--- config.mk ---
export PLATFORM = sky130hd
export DESIGN_NAME = vec_irq_ctrl
export DESIGN_NICKNAME = d
export VERILOG_FILES = /design/src/rtl/vic_pkg.sv /design/src/rtl/vic_edge_detect.sv /design/src/rtl/vic_prio_resolve.sv /design/src/rtl/vec_irq_ctrl.sv
export SDC_FILE = /design/constraint.sdc
export NUM_CORES = 1
export LEC_CHECK = 0
export ABC_AREA = 1
export BUFFER_PORTS_ARGS = -buffer_cell sky130_fd_sc_hd__buf_2
export CORE_MARGIN = 3
export CORE_UTILIZATION = 62
export CTS_BUF_LIST = sky130_fd_sc_hd__clkbuf_2
export CTS_CLUSTER_DIAMETER = 120
export DETAILED_ROUTE_END_ITERATION = 12
export GPL_TIMING_DRIVEN = 0
export PLACE_DENSITY = 0.83
export SETUP_SLACK_MARGIN = 0.3
export SYNTH_ARGS = -nofsm -noshare
export SYNTH_HDL_FRONTEND = slang
export SYNTH_SLANG_ARGS = --single-unit
export TNS_END_PERCENT = 1
--- constraint.sdc ---
create_clock -name clk -period 2.7 [get_ports clk]
set_clock_uncertainty 0.1 [all_clocks]
set_input_delay 0.135 -clock clk [delete_from_list [all_inputs] [get_ports clk]]
set_output_delay 0.135 -clock clk [all_outputs]
set_load 0.02 [all_outputs]
--- src/rtl/vic_pkg.sv ---
package vic_pkg;
   localparam int DW     = 8;
   localparam int AW     = 4;
   localparam int NSRC   = 2 * DW;
   localparam int CODE_W = $clog2(NSRC);
   localparam int VB_W   = DW - CODE_W - 1;

   typedef enum logic [AW-1:0] {
      RA_PEND_A = 4'd0, RA_PEND_B = 4'd1,
      RA_MASK_A = 4'd2, RA_MASK_B = 4'd3,
      RA_EN_A   = 4'd4, RA_EN_B   = 4'd5,
      RA_ISV_A  = 4'd6, RA_ISV_B  = 4'd7,
      RA_EDGE   = 4'd8, RA_CTRL   = 4'd9
   } reg_addr_e;

   localparam int CTRL_ISE_BIT = 3;

   // rank of each general-purpose pin
   function automatic logic [CODE_W-1:0] pin_code(input int p);
      case (p)
         4:       return CODE_W'(6);
         5:       return CODE_W'(7);
         6:       return CODE_W'(14);
         7:       return CODE_W'(15);
         default: return CODE_W'(p);
      endcase
   endfunction

   // rank of each on-chip unit request
   function automatic logic [CODE_W-1:0] unit_code(input int u);
      case (u)
         6:       return CODE_W'(4);
         7:       return CODE_W'(5);
         default: return CODE_W'(8 + u);
      endcase
   endfunction
endpackage

--- src/rtl/vic_edge_detect.sv ---
module vic_edge_detect #(
   parameter int W           = 8,
   parameter int SYNC_STAGES = 2
) (
   input  logic         clk,
   input  logic         rst_n,
   input  logic [W-1:0] pin_i,
   input  logic [W-1:0] rise_sel_i,
   output logic [W-1:0] edge_o
);
   logic [W-1:0] cur;
   logic [W-1:0] prev_q;

   generate
      if (SYNC_STAGES == 0) begin : g_nosync
         assign cur = pin_i;
      end else begin : g_sync
         logic [W-1:0] sync_q [SYNC_STAGES];
         always_ff @(posedge clk or negedge rst_n) begin
            if (!rst_n) begin
               for (int i = 0; i < SYNC_STAGES; i++) sync_q[i] <= '0;
            end else begin
               sync_q[0] <= pin_i;
               for (int i = 1; i < SYNC_STAGES; i++) sync_q[i] <= sync_q[i-1];
            end
         end
         assign cur = sync_q[SYNC_STAGES-1];
      end
   endgenerate

   always_ff @(posedge clk or negedge rst_n) begin
      if (!rst_n) prev_q <= '0;
      else        prev_q <= cur;
   end

   assign edge_o = (rise_sel_i & cur & ~prev_q) | (~rise_sel_i & ~cur & prev_q);
endmodule

--- src/rtl/vic_prio_resolve.sv ---
module vic_prio_resolve #(
   parameter int N  = 16,
   parameter int CW = $clog2(N)
) (
   input  logic [N-1:0]  req_i,
   input  logic [N-1:0]  isv_i,
   output logic          any_o,
   output logic [CW-1:0] code_o
);
   logic [N-1:0] elig;

   always_comb begin
      logic held;
      held = 1'b0;
      for (int i = N - 1; i >= 0; i--) begin
         held    = held | isv_i[i];
         elig[i] = req_i[i] & ~held;
      end
      code_o = '0;
      for (int i = 0; i < N; i++) begin
         if (elig[i]) code_o = CW'(i);
      end
   end

   assign any_o = |elig;
endmodule

--- src/rtl/vec_irq_ctrl.sv ---
module vec_irq_ctrl
   import vic_pkg::*;
#(
   parameter int SYNC_STAGES = 2
) (
   input  logic          clk,
   input  logic          rst_n,
   input  logic          wr_en,
   input  logic          rd_en,
   input  logic [AW-1:0] addr,
   input  logic [DW-1:0] wdata,
   output logic [DW-1:0] rdata,
   input  logic [DW-1:0] gpio_in,
   input  logic [DW-1:0] unit_evt,
   input  logic          iack,
   output logic          irq,
   output logic [DW-1:0] vec
);
   generate
      if (SYNC_STAGES > 4) begin : g_bad_sync
         $error("SYNC_STAGES must be 0..4");
      end
      if (NSRC != 2 * DW) begin : g_bad_banks
         $error("two banks must cover every source");
      end
   endgenerate

   logic [NSRC-1:0]   pend_q, mask_q, en_q, isv_q;
   logic [NSRC-1:0]   pend_n, mask_n, en_n, isv_n;
   logic [DW-1:0]     edge_q, edge_n, ctrl_q, ctrl_n;
   logic [NSRC-1:0]   pend_keep, isv_keep, req_set, ack_clr;
   logic [DW-1:0]     pin_edge;
   logic [DW-1:0]     rdata_q;
   logic              win_any, ack_go, ise_on;
   logic [CODE_W-1:0] win_code;

   assign ise_on = ctrl_q[CTRL_ISE_BIT];

   vic_edge_detect #(.W(DW), .SYNC_STAGES(SYNC_STAGES)) u_edge (
      .clk       (clk),
      .rst_n     (rst_n),
      .pin_i     (gpio_in),
      .rise_sel_i(edge_q),
      .edge_o    (pin_edge)
   );

   // route pins and unit pulses onto their ranks
   always_comb begin
      req_set = '0;
      for (int p = 0; p < DW; p++) req_set[pin_code(p)] = req_set[pin_code(p)] | pin_edge[p];
      for (int u = 0; u < DW; u++) req_set[unit_code(u)] = req_set[unit_code(u)] | unit_evt[u];
   end

   vic_prio_resolve #(.N(NSRC), .CW(CODE_W)) u_prio (
      .req_i (pend_q & mask_q),
      .isv_i (isv_q),
      .any_o (win_any),
      .code_o(win_code)
   );

   assign ack_go  = iack & win_any;
   assign ack_clr = ack_go ? (NSRC'(1) << win_code) : '0;

   // register writes
   always_comb begin
      mask_n    = mask_q;
      en_n      = en_q;
      edge_n    = edge_q;
      ctrl_n    = ctrl_q;
      pend_keep = '1;
      isv_keep  = '1;
      if (wr_en) begin
         case (addr)
            RA_PEND_A: pend_keep[NSRC-1:DW] = wdata;
            RA_PEND_B: pend_keep[DW-1:0]    = wdata;
            RA_MASK_A: mask_n[NSRC-1:DW]    = wdata;
            RA_MASK_B: mask_n[DW-1:0]       = wdata;
            RA_EN_A:   en_n[NSRC-1:DW]      = wdata;
            RA_EN_B:   en_n[DW-1:0]         = wdata;
            RA_ISV_A:  isv_keep[NSRC-1:DW]  = wdata;
            RA_ISV_B:  isv_keep[DW-1:0]     = wdata;
            RA_EDGE:   edge_n               = wdata;
            RA_CTRL:   ctrl_n               = wdata;
            default: ;
         endcase
      end
      // a new request outranks any clear on the same edge
      pend_n = ((pend_q & pend_keep & ~ack_clr) | req_set) & en_n;
      if (ctrl_n[CTRL_ISE_BIT])
         isv_n = (isv_q & isv_keep) | (ise_on ? ack_clr : '0);
      else
         isv_n = '0;
   end

   always_ff @(posedge clk or negedge rst_n) begin
      if (!rst_n) begin
         pend_q <= '0;
         mask_q <= '0;
         en_q   <= '0;
         isv_q  <= '0;
         edge_q <= '0;
         ctrl_q <= '0;
      end else begin
         pend_q <= pend_n;
         mask_q <= mask_n;
         en_q   <= en_n;
         isv_q  <= isv_n;
         edge_q <= edge_n;
         ctrl_q <= ctrl_n;
      end
   end

   // registered read port
   always_ff @(posedge clk or negedge rst_n) begin
      if (!rst_n) begin
         rdata_q <= '0;
      end else if (rd_en) begin
         case (addr)
            RA_PEND_A: rdata_q <= pend_q[NSRC-1:DW];
            RA_PEND_B: rdata_q <= pend_q[DW-1:0];
            RA_MASK_A: rdata_q <= mask_q[NSRC-1:DW];
            RA_MASK_B: rdata_q <= mask_q[DW-1:0];
            RA_EN_A:   rdata_q <= en_q[NSRC-1:DW];
            RA_EN_B:   rdata_q <= en_q[DW-1:0];
            RA_ISV_A:  rdata_q <= isv_q[NSRC-1:DW];
            RA_ISV_B:  rdata_q <= isv_q[DW-1:0];
            RA_EDGE:   rdata_q <= edge_q;
            RA_CTRL:   rdata_q <= ctrl_q;
            default:   rdata_q <= '0;
         endcase
      end
   end

   assign rdata = rdata_q;
   assign irq   = win_any;
   assign vec   = {ctrl_q[DW-1 -: VB_W], win_code, 1'b0};
endmodule

## Word level (Yosys, flattened, before mapping)

Cells that the tools add are included.

| storage, ports and cells | value |
|---|---|
| flip-flop bits (word level) | 112 |
| input bits | 33 |

| operators by class | value |
|---|---|
| eq/ne operators | 9 |
| shift-type cells | 1 |
| mux-type cells | 30 |
| bitwise operators | 64 |
| reductions and logical operators | 6 |

Operator list:

| kind | count |
|---|---|
| $mux 16 | 6 |
| $and 16x16->16 | 5 |
| $pmux 8 s10 | 1 |
| $mux 4 | 16 |
| $mux 8 | 6 |
| $and 8x8->8 | 4 |
| $or 16x16->16 | 2 |
| $not 8->8 | 3 |
| $and 1x1->1 | 17 |
| $eq 4x3->1 const B | 4 |
| $not 1->1 | 16 |
| $not 16->16 | 1 |
| $reduce_or 16->1 | 1 |
| $shl 1x4->16 const A | 1 |
| $or 1x1->1 | 15 |
| $eq 4x2->1 const B | 2 |
| $eq 4x4->1 const B | 2 |
| $or 8x8->8 | 1 |
| $reduce_and 2->1 | 4 |
| $eq 4x1->1 const B | 1 |
| $logic_not 4->1 | 1 |
| $mux 1 | 1 |

## Depth between registers and ports, before layout

Gate-level depths: netlist of run 1.

| depth | value |
|---|---|
| depth in word-level cells | 37 |
| mapped depth | 24 |

## Modules after synthesis

A second synthesis of run 1 with hierarchy kept.

| unflattened totals | value |
|---|---|
| cells, all modules | 792 |
| area total of the unflattened synthesis | 5879.4 um^2 |

By module, submodules not included:

| module | times used | cells an instance | area each (um^2) |
|---|---|---|---|
| vec_irq_ctrl | 1 | 653 | 4709.5 |
| vic_edge_detect | 1 | 64 | 760.7 |
| vic_prio_resolve | 1 | 75 | 409.1 |

## Least setup slack after synthesis of run 1

No wires, ideal clock.

| timing | value |
|---|---|
| path kind | register to register |
| start point | register isv_q[15] |
| end point | register pend_q[11] |
| arrival | 2323 ps |
| data required time | 2475 ps |
| path slack | 151 ps |
| cell stages (with the launch flop) | 20 |
| cell sequence | dfrtp_1 > nor2_4 > inv_2 > nor2_1 > inv_2 > nor2_1 > inv_2 > nor3_1 > nor2_1 > nand2_1 > nor3_1 > inv_2 > nor3_1 > nand2_1 > nand2_1 > nor2_1 > buf_2 > nand4_1 > a21oi_1 > nor2_1 |

| on the way | value |
|---|---|
| elaborated cells between the ends (all ways) | 70 |
| classes of those cells | 1 x shift; 16 x mux; 52 x bitwise; 1 x reduce/logical |

RTL lines:

| element | RTL line | RTL |
|---|---|---|
| from (decl) | vec_irq_ctrl.sv:28 | `logic [NSRC-1:0] pend_q, mask_q, en_q, isv_q;` |
| from (signal assigned) | vec_irq_ctrl.sv:107 | `isv_q <= isv_n;` |
| $or 1x1->1 (12 in a row) | vic_prio_resolve.sv:16 | `held = held \| isv_i[i];` |
| $not 1->1 | vic_prio_resolve.sv:17 | `elig[i] = req_i[i] & ~held;` |
| $and 1x1->1 | vic_prio_resolve.sv:17 |  |
| $mux 4 (12 in a row) | vic_prio_resolve.sv:21 | `if (elig[i]) code_o = CW'(i);` |
| $mux 4 * | vic_prio_resolve.sv:21 |  |
| named net vec[4] | vec_irq_ctrl.sv:17 | `output logic [DW-1:0] vec` |
| $shl 1x4->16 * | vec_irq_ctrl.sv:62 | `assign ack_clr = ack_go ? (NSRC'(1) << win_code) : '0;` |
| $mux 16 * | vec_irq_ctrl.sv:62 |  |
| $not 16->16 * | vec_irq_ctrl.sv:88 | `pend_n = ((pend_q & pend_keep & ~ack_clr) \| req_set) & en_n;` |
| $and 16x16->16 * | vec_irq_ctrl.sv:88 |  |
| $or 16x16->16 * | vec_irq_ctrl.sv:88 |  |
| $and 16x16->16 * | vec_irq_ctrl.sv:88 |  |
| named net pend_n[11] | vec_irq_ctrl.sv:29 | `logic [NSRC-1:0] pend_n, mask_n, en_n, isv_n;` |
| to (signal assigned) | vec_irq_ctrl.sv:104 | `pend_q <= pend_n;` |
| to (decl) | vec_irq_ctrl.sv:28 |  |

The timed path passes the listed nets; every way through them passes the cells marked *.
A chain may end at the register's enable or synchronous reset.

## Worst setup path in the final report of run 1

| timing | value |
|---|---|
| start point | register isv_q[15] |
| end point | output port vec[1] |

| on the way | value |
|---|---|
| word-level cells in the longest chain between the ends | 31 |
| elaborated cells between the ends (all ways) | 59 |
| classes of those cells | 15 x mux; 44 x bitwise |

Ends and longest elaborated chain:

| element | RTL line |
|---|---|
| $or 1x1->1 (14 in a row) | vic_prio_resolve.sv:16 |
| $not 1->1 | vic_prio_resolve.sv:17 |
| $and 1x1->1 | vic_prio_resolve.sv:17 |
| $mux 1 | vic_prio_resolve.sv:21 |
| $mux 4 (13 in a row) | vic_prio_resolve.sv:21 |
| $mux 4 * | vic_prio_resolve.sv:21 |
| to (decl) | vec_irq_ctrl.sv:17 |

Every way passes the cells marked *; elsewhere a longest branch is shown, timed or not.

==> results of run 1 <==
how the worst max path moves through the flow:
stage,from,to,slack (ns),cells past startpoint
after global placement,isv_q[14]$_DFF_PN0_,pend_q[2]$_DFF_PN0_,-0.29,22
after floorplan,isv_q[14]$_DFF_PN0_,pend_q[0]$_DFF_PN0_,0.25,19
after global routing,isv_q[15]$_DFF_PN0_,vec[1],-0.71,21
after detailed placement,isv_q[14]$_DFF_PN0_,pend_q[2]$_DFF_PN0_,-0.30,22
after CTS,isv_q[15]$_DFF_PN0_,vec[1],-0.54,22
final,isv_q[15]$_DFF_PN0_,vec[1],-0.48,21
critical path, cell delays in order (launching register included):
cell	delay [ns]
dfrtp_2	0.51
nor2_4	0.15
nand4_4	0.11
nor2_4	0.13
nand4_4	0.11
nor2_4	0.12
nand4_2	0.10
nand3b_1	0.20
nand2_1	0.09
nand2_1	0.05
nand2_1	0.07
nand2_1	0.05
nand2_1	0.05
nand2_1	0.04
nand2_1	0.05
nand2_1	0.05
nand2_1	0.05
nand2_1	0.06
nand2_2	0.11
nand2_4	0.07
nand2_4	0.06
buf_6	0.12
power by group through the flow:
stage	combinational, mW	clock [mW]	sequential [mW]
global route	4.10	0.830	2.41
floorplan	2.22	0	2.28
CTS	3.59	0.771	2.36
global placement	2.97	0	2.38
detailed placement	3.07	0	2.39
finish	3.83	0.774	2.39
what timing repair did:
item | in CTS | in global routing
endpoints found under the setup margin | 37 | 37
pin swaps | 9 | 7
gates resized for setup | 13 | 9
hold buffers | 36 | 0
endpoints found under the hold margin | 200 | 0
setup buffers | 13 | 2
registers in the layout, summed over array words and instances, names as in the netlist:
| signal | flops |
|---|---|
| ctrl_q | 8 |
| u_edge.g_sync.sync_q | 8 |
| edge_q | 8 |
| u_edge.prev_q | 8 |
| en_q | 16 |
| u_edge.cur | 8 |
| isv_q | 16 |
| rdata | 8 |
| pend_q | 16 |
| mask_q | 16 |
area by class of cell:
class / instances / area [sq um]
multi-input cells: 411 / 2201
clock buffers: 10 / 50.05
flip-flops and latches: 112 / 2805
diodes: 1 / 2.502
plain buffers: 21 / 100.1
well taps: 105 / 131.4
inverters: 133 / 499.2
clock inverters: 6 / 56.30
repair buffers: 100 / 765.7
fillers: 590 / 1812
cells by family after synthesis:
| group | synth area share [%] |
|---|---|
| muxes | 0.6111 |
| and+or+nand+nor | 19.94 |
| DFF | 50.70 |
| other | 0.06784 |
| AOI/OAI and AO/OA | 17.88 |
| buffers and inverters | 10.80 |
layout by cell type (no fill, tap or decap), drive strengths merged, types with 2 or more instances in the layout:
cell and count:
a21oi 38, a221oi 6, a31oi 2, buf 72
clkbuf 24, clkinv 2, dfrtp 112, dlygate4sd3 35
inv 136, mux2 3, nand2 122, nand3 42
nand4 18, nor2 39, nor3 9, o2111ai 5
o21ai 90, o21bai 9, o22ai 18, o41ai 4
per-stage QoR:
stage	utilization (%)	hold WS [ns]	worst slack, ns	instance area [sq um]
after floorplan	-	-0.2606	0.2549	5538
after global placement	70.16	0.1427	-0.2906	5909
after detailed placement	70.51	0.05685	-0.2984	5939
after CTS	77.85	0.008658	-0.5431	6558
after global routing	78.46	0.03568	-0.7087	6609
final	78.49	0.04440	-0.4849	6611
metal layers:
layer	global-route usage, %	wire length (um)	share of wire (%)	vias up
met1	52.27	7144	37	2661
li1	-	-	-	2453
met5	0	0	0	-
met3	11.05	2415	12	82
met4	17.20	776	4.0	0
met2	62.59	9042	47	477
==> qor.txt, run 1 <==
top post-synthesis cells by area: dfrtp_1 51%, inv_1 8.1%, nand2_1 7.9%
total CTS buffers: 9
FF-to-FF Start: isv_q[15]$_DFF_PN0_
Clock Sinks: 112
routed len/inst: 21.56 um
min Tclk post-route: 3.185 ns
1st-iter DRT viols: 680
clock power share: 11.1%
first-pass iteration count of the detailed router: 6
GR Overflow Total: 0
Post-Place Cells: 831
Layout Area Growth over Synthesis: 19.60%
port buffer count: 48
post-synthesis async set-or-reset flop share: 100.0%
GRT Util Overall: 39.90%
CTS tree: yes
H-tree lvl count: 3
Yosys top cell by area: dfrtp_1
full die area: 10090 sq um
share of post-route cells with drive strength above 1: 17.53%
Antenna Nets Post-Route: 0
mean number of vias per cell: 6.310
Post-Route WL: 19.38 mm
Syn Inst Count: 677
FF-to-FF path depth: 17
Design Power: 6.989 mW
sequential power share: 34.2%
RD Place Congestion: 1.018
endpoints failing hold: 0
reg2reg end: pend_q[2]$_DFF_PN0_
core area: 8423 sq um
Critical Path RT: 2.47 ns
Main synth FF type: dfrtp_1
Vias: 5673
worst setup slack after layout: -0.4849 ns
Power Density: 1057 nW/um^2
number of global-route vias before repair: 5560
Hold Startpoint: gpio_in[3]
violated checks: setup timing
DIE HEIGHT: 100.4 um
initial antenna violation count: 0
Horiz. Die Dim: 100.4 um
clk_lat worst skew: 0.64 ns
combinational fraction of design power: 54.7%
VDD IR max: 607.8 uV
top cells by count, synth: 119 x inv_1, 117 x nand2_1, 112 x dfrtp_1, 85 x o21ai_0, 42 x nand3_1
RSZ-0062 raised after global routing: yes
final worst path period share: 118.0%
Root Buffer: clkbuf_2
Slew Limit Fails: 0
Layout Nets: 821
boundary pin count: 50
Avg Cell Area, Syn: 8.165 sq um
Post-DP HPWL: 13.45 mm
post-synthesis cell type count: 36
worst hold endpoint: u_edge.g_sync.sync_q[11]$_DFF_PN0_
global-route wire length before repair: 30.34 mm
Max-slew headroom: 47.43%
largest net degree at the start of global routing: 72
Int Power: 3.614 mW
Synth top area share: 50.70%
YS warnings: 0
Hold Path Cell Cnt: 2
WP data arrival: 2.95 ns
CTS max path bufs: 2
FP Rows: 33
Mapped Nets: 710
critical setup path kind: reg -> out
mapped cell area: 5528 sq um
number of endpoints failing setup at the final stage: 34
Initial Utilization: 65.63%
Max Cap Violations: 0
post-synthesis sequential area ratio: 50.70%
Leakage: 3.239 nW
outcome: complete, but fails checks
post-route insts no fill: 899
DRC: 0
worst min path class: in -> reg
worst-path maximum fanout: 2
Reg clk slew, reported paths: 0.30 ns
number of synthesized flops with an enable pin: 0
r2r setup slk: -0.37 ns
maximum clock frequency: 0.3140 GHz
Worst Setup End Kind: output port
sw frac: 48.28%
worst slew pin tran: 0.7856 ns
startpoint types: flip-flop
Yosys reg bits: 112
final setup TNS: -8.156 ns
sw power: 3.374 mW
leading cell type by number of instances after synthesis: inv_1
Power figures use the tool's default switching activity.
==> run 2: changes to the inputs <==
- PLACE_DENSITY: 0.83 -> 0.93
==> run 2 against run 1 <==
The flow still finishes with violations (setup timing). Critical path depth stayed put. Global-route usage is 1.6 points lower. Utilization decreased by 0.58 points. Flip-flop and latch count did not move.
==> qor.txt, run 2 (synthesis results as in run 1) <==
outcome: complete, but fails checks
violated checks: setup timing
Layout Nets: 812
core area: 8423 sq um
port buffer count: 48
Max Cap Violations: 0
H-tree lvl count: 3
Hold Path Cell Cnt: 2
global-route wire length before repair: 29.10 mm
number of global-route vias before repair: 5593
FF-to-FF Start: isv_q[15]$_DFF_PN0_
Horiz. Die Dim: 100.4 um
Design Power: 6.979 mW
Slew Limit Fails: 0
first-pass iteration count of the detailed router: 5
CP Buf/Inv Count: 1
Worst Setup End Kind: output port
FF-to-FF path depth: 23
worst slew pin tran: 1.003 ns
initial antenna violation count: 1
Leakage: 3.210 nW
largest net degree at the start of global routing: 74
startpoint types: flip-flop
fill count: 577
CTS max path bufs: 2
min Tclk post-route: 3.178 ns
CP top delay family: simple AND/OR/NAND/NOR gates
worst-path maximum fanout: 2
routed len/inst: 21.17 um
Root Buffer: clkbuf_2
Critical Path Max Stage Delay: 0.50 ns
CTS tree: yes
share of post-route cells with drive strength above 1: 17.47%
most frequent CP cell: nand2_1
number of endpoints failing setup at the final stage: 34
Initial Utilization: 65.63%
WP data arrival: 2.94 ns
worst min path class: in -> reg
critical setup path kind: reg -> out
M1 GR Usage: 50.05%
worst hold endpoint: u_edge.g_sync.sync_q[15]$_DFF_PN0_
mean number of vias per cell: 6.345
RSZ-0062 raised after global routing: yes
Max-slew headroom: 32.70%
Power Density: 1063 nW/um^2
Reg clk slew, reported paths: 0.34 ns
full die area: 10090 sq um
Multi-input gate area: 2228 sq um
total CTS buffers: 9
VDD IR max: 593.5 uV
Seq. cell area: 2804 sq um
Critical Path RT: 2.47 ns
clk_lat worst skew: 0.61 ns
GR Overflow Total: 0
M2 GR Usage: 58.66%
commonest non-fill, non-tap cell in the layout: inv_1
commonest cells after routing, fill and taps aside: 116 x inv_1, 114 x nand2_1, 111 x dfrtp_1
reg2reg end: pend_q[2]$_DFF_PN0_
DRC: 0
worst setup slack after layout: -0.4783 ns
DIE HEIGHT: 100.4 um
GRT Util Overall: 38.29%
boundary pin count: 50
Hold Startpoint: gpio_in[7]
most used routing layer: met2
GR Util met3: 11.47%
RD Place Congestion: 1.026
final worst path period share: 117.7%
Setup WS pre-CTS: -0.3363 ns
r2r setup slk: -0.41 ns
Post-Route WL: 18.84 mm
maximum clock frequency: 0.3146 GHz
endpoints failing hold: 0
FP Rows: 33
Layout Area Growth over Synthesis: 18.72%
Slowest-stage cell, CP: dfrtp_1
CP cell instances: nor2_4 > nand4_4 > nor2_4 > nand4_4 > nor2_4 > nand4_4 > nand3b_1 > nand2_1 > nand2_1 > nand2_1 > nand2_1 > nand2_1 > nand2_1 > nand2_1 > nand2_1 > nand2_1 > nand2_2 > nand2_2 > nand2_4 > nand2_4 > buf_6
Antenna Nets Post-Route: 0
1st-iter DRT viols: 735
Vias: 5647
Clock Sinks: 112
Post-DP HPWL: 13.40 mm
==> run 2: changes by cell type in the layout (fill, tap and decap cells not counted), sizes merged <==
| cell | delta |
|---|---|
| inv | -3 |
| dlygate4sd3 | -5 |
| clkinv | +4 |
| buf | -4 |
| clkinvlp | -1 |
==> run 2: final cells by class <==
type,instances,share of cell area [%]
Inverter,133,7.607
Clock inverter,6,0.9533
Antenna cell,1,0.03813
Tap cell,105,2.002
Clock buffer,10,0.7626
Multi-Input combinational cell,411,33.96
Timing Repair Buffer,91,10.43
Buffer,21,1.525
Sequential cell,112,42.73
==> run 2: layer usage <==
metal  share of wire, %  vias up
met4                5.5        0
met2                 45      460
met5                  0        -
met3                 14      112
met1                 36     2651
li1                   -     2424
==> run 2: how the worst max path moves through the flow <==
stage	start	to	slack [ns]	depth (start not counted)
2_1_floorplan	isv_q[14]$_DFF_PN0_	pend_q[0]$_DFF_PN0_	0.25	19
3_3_place_gp	isv_q[14]$_DFF_PN0_	pend_q[2]$_DFF_PN0_	-0.31	22
3_5_place_dp	isv_q[14]$_DFF_PN0_	pend_q[2]$_DFF_PN0_	-0.34	22
4_1_cts	isv_q[14]$_DFF_PN0_	vec[1]	-0.46	22
5_1_grt	isv_q[14]$_DFF_PN0_	vec[1]	-0.66	21
6_report	isv_q[15]$_DFF_PN0_	vec[1]	-0.48	21
==> run 2: where the power goes <==
| part | switching, mW | internal [mW] | total, mW |
|---|---|---|---|
| registers | 0.341 | 2.04 | 2.38 |
| clock network | 0.617 | 0.152 | 0.769 |
| logic | 2.44 | 1.38 | 3.83 |
| total | 3.40 | 3.58 | 6.98 |
==> run 2: repair_timing <==
item | 4_1_cts | 5_1_grt
endpoints found under the setup margin | 37 | 38
gates resized for setup | 12 | 16
endpoints found under the hold margin | 191 | 0
pin swaps | 8 | 7
hold buffers | 31 | 0
setup buffers | 11 | 0
==> run 2: stage by stage <==
stage	hold WS [ns]	std cells	util [%]	cell area, sq um	TNS (ns)
5_1_grt	0.001917	890	77.91	6563	-14.36
3_3_place_gp	0.1434	830	70.16	5909	-4.807
2_1_floorplan	-0.2606	677	-	5538	0
4_1_cts	0.02181	889	77.08	6492	-6.628
6_report	0.04123	890	77.91	6563	-8.595
3_5_place_dp	0.05086	831	70.51	5939	-4.934
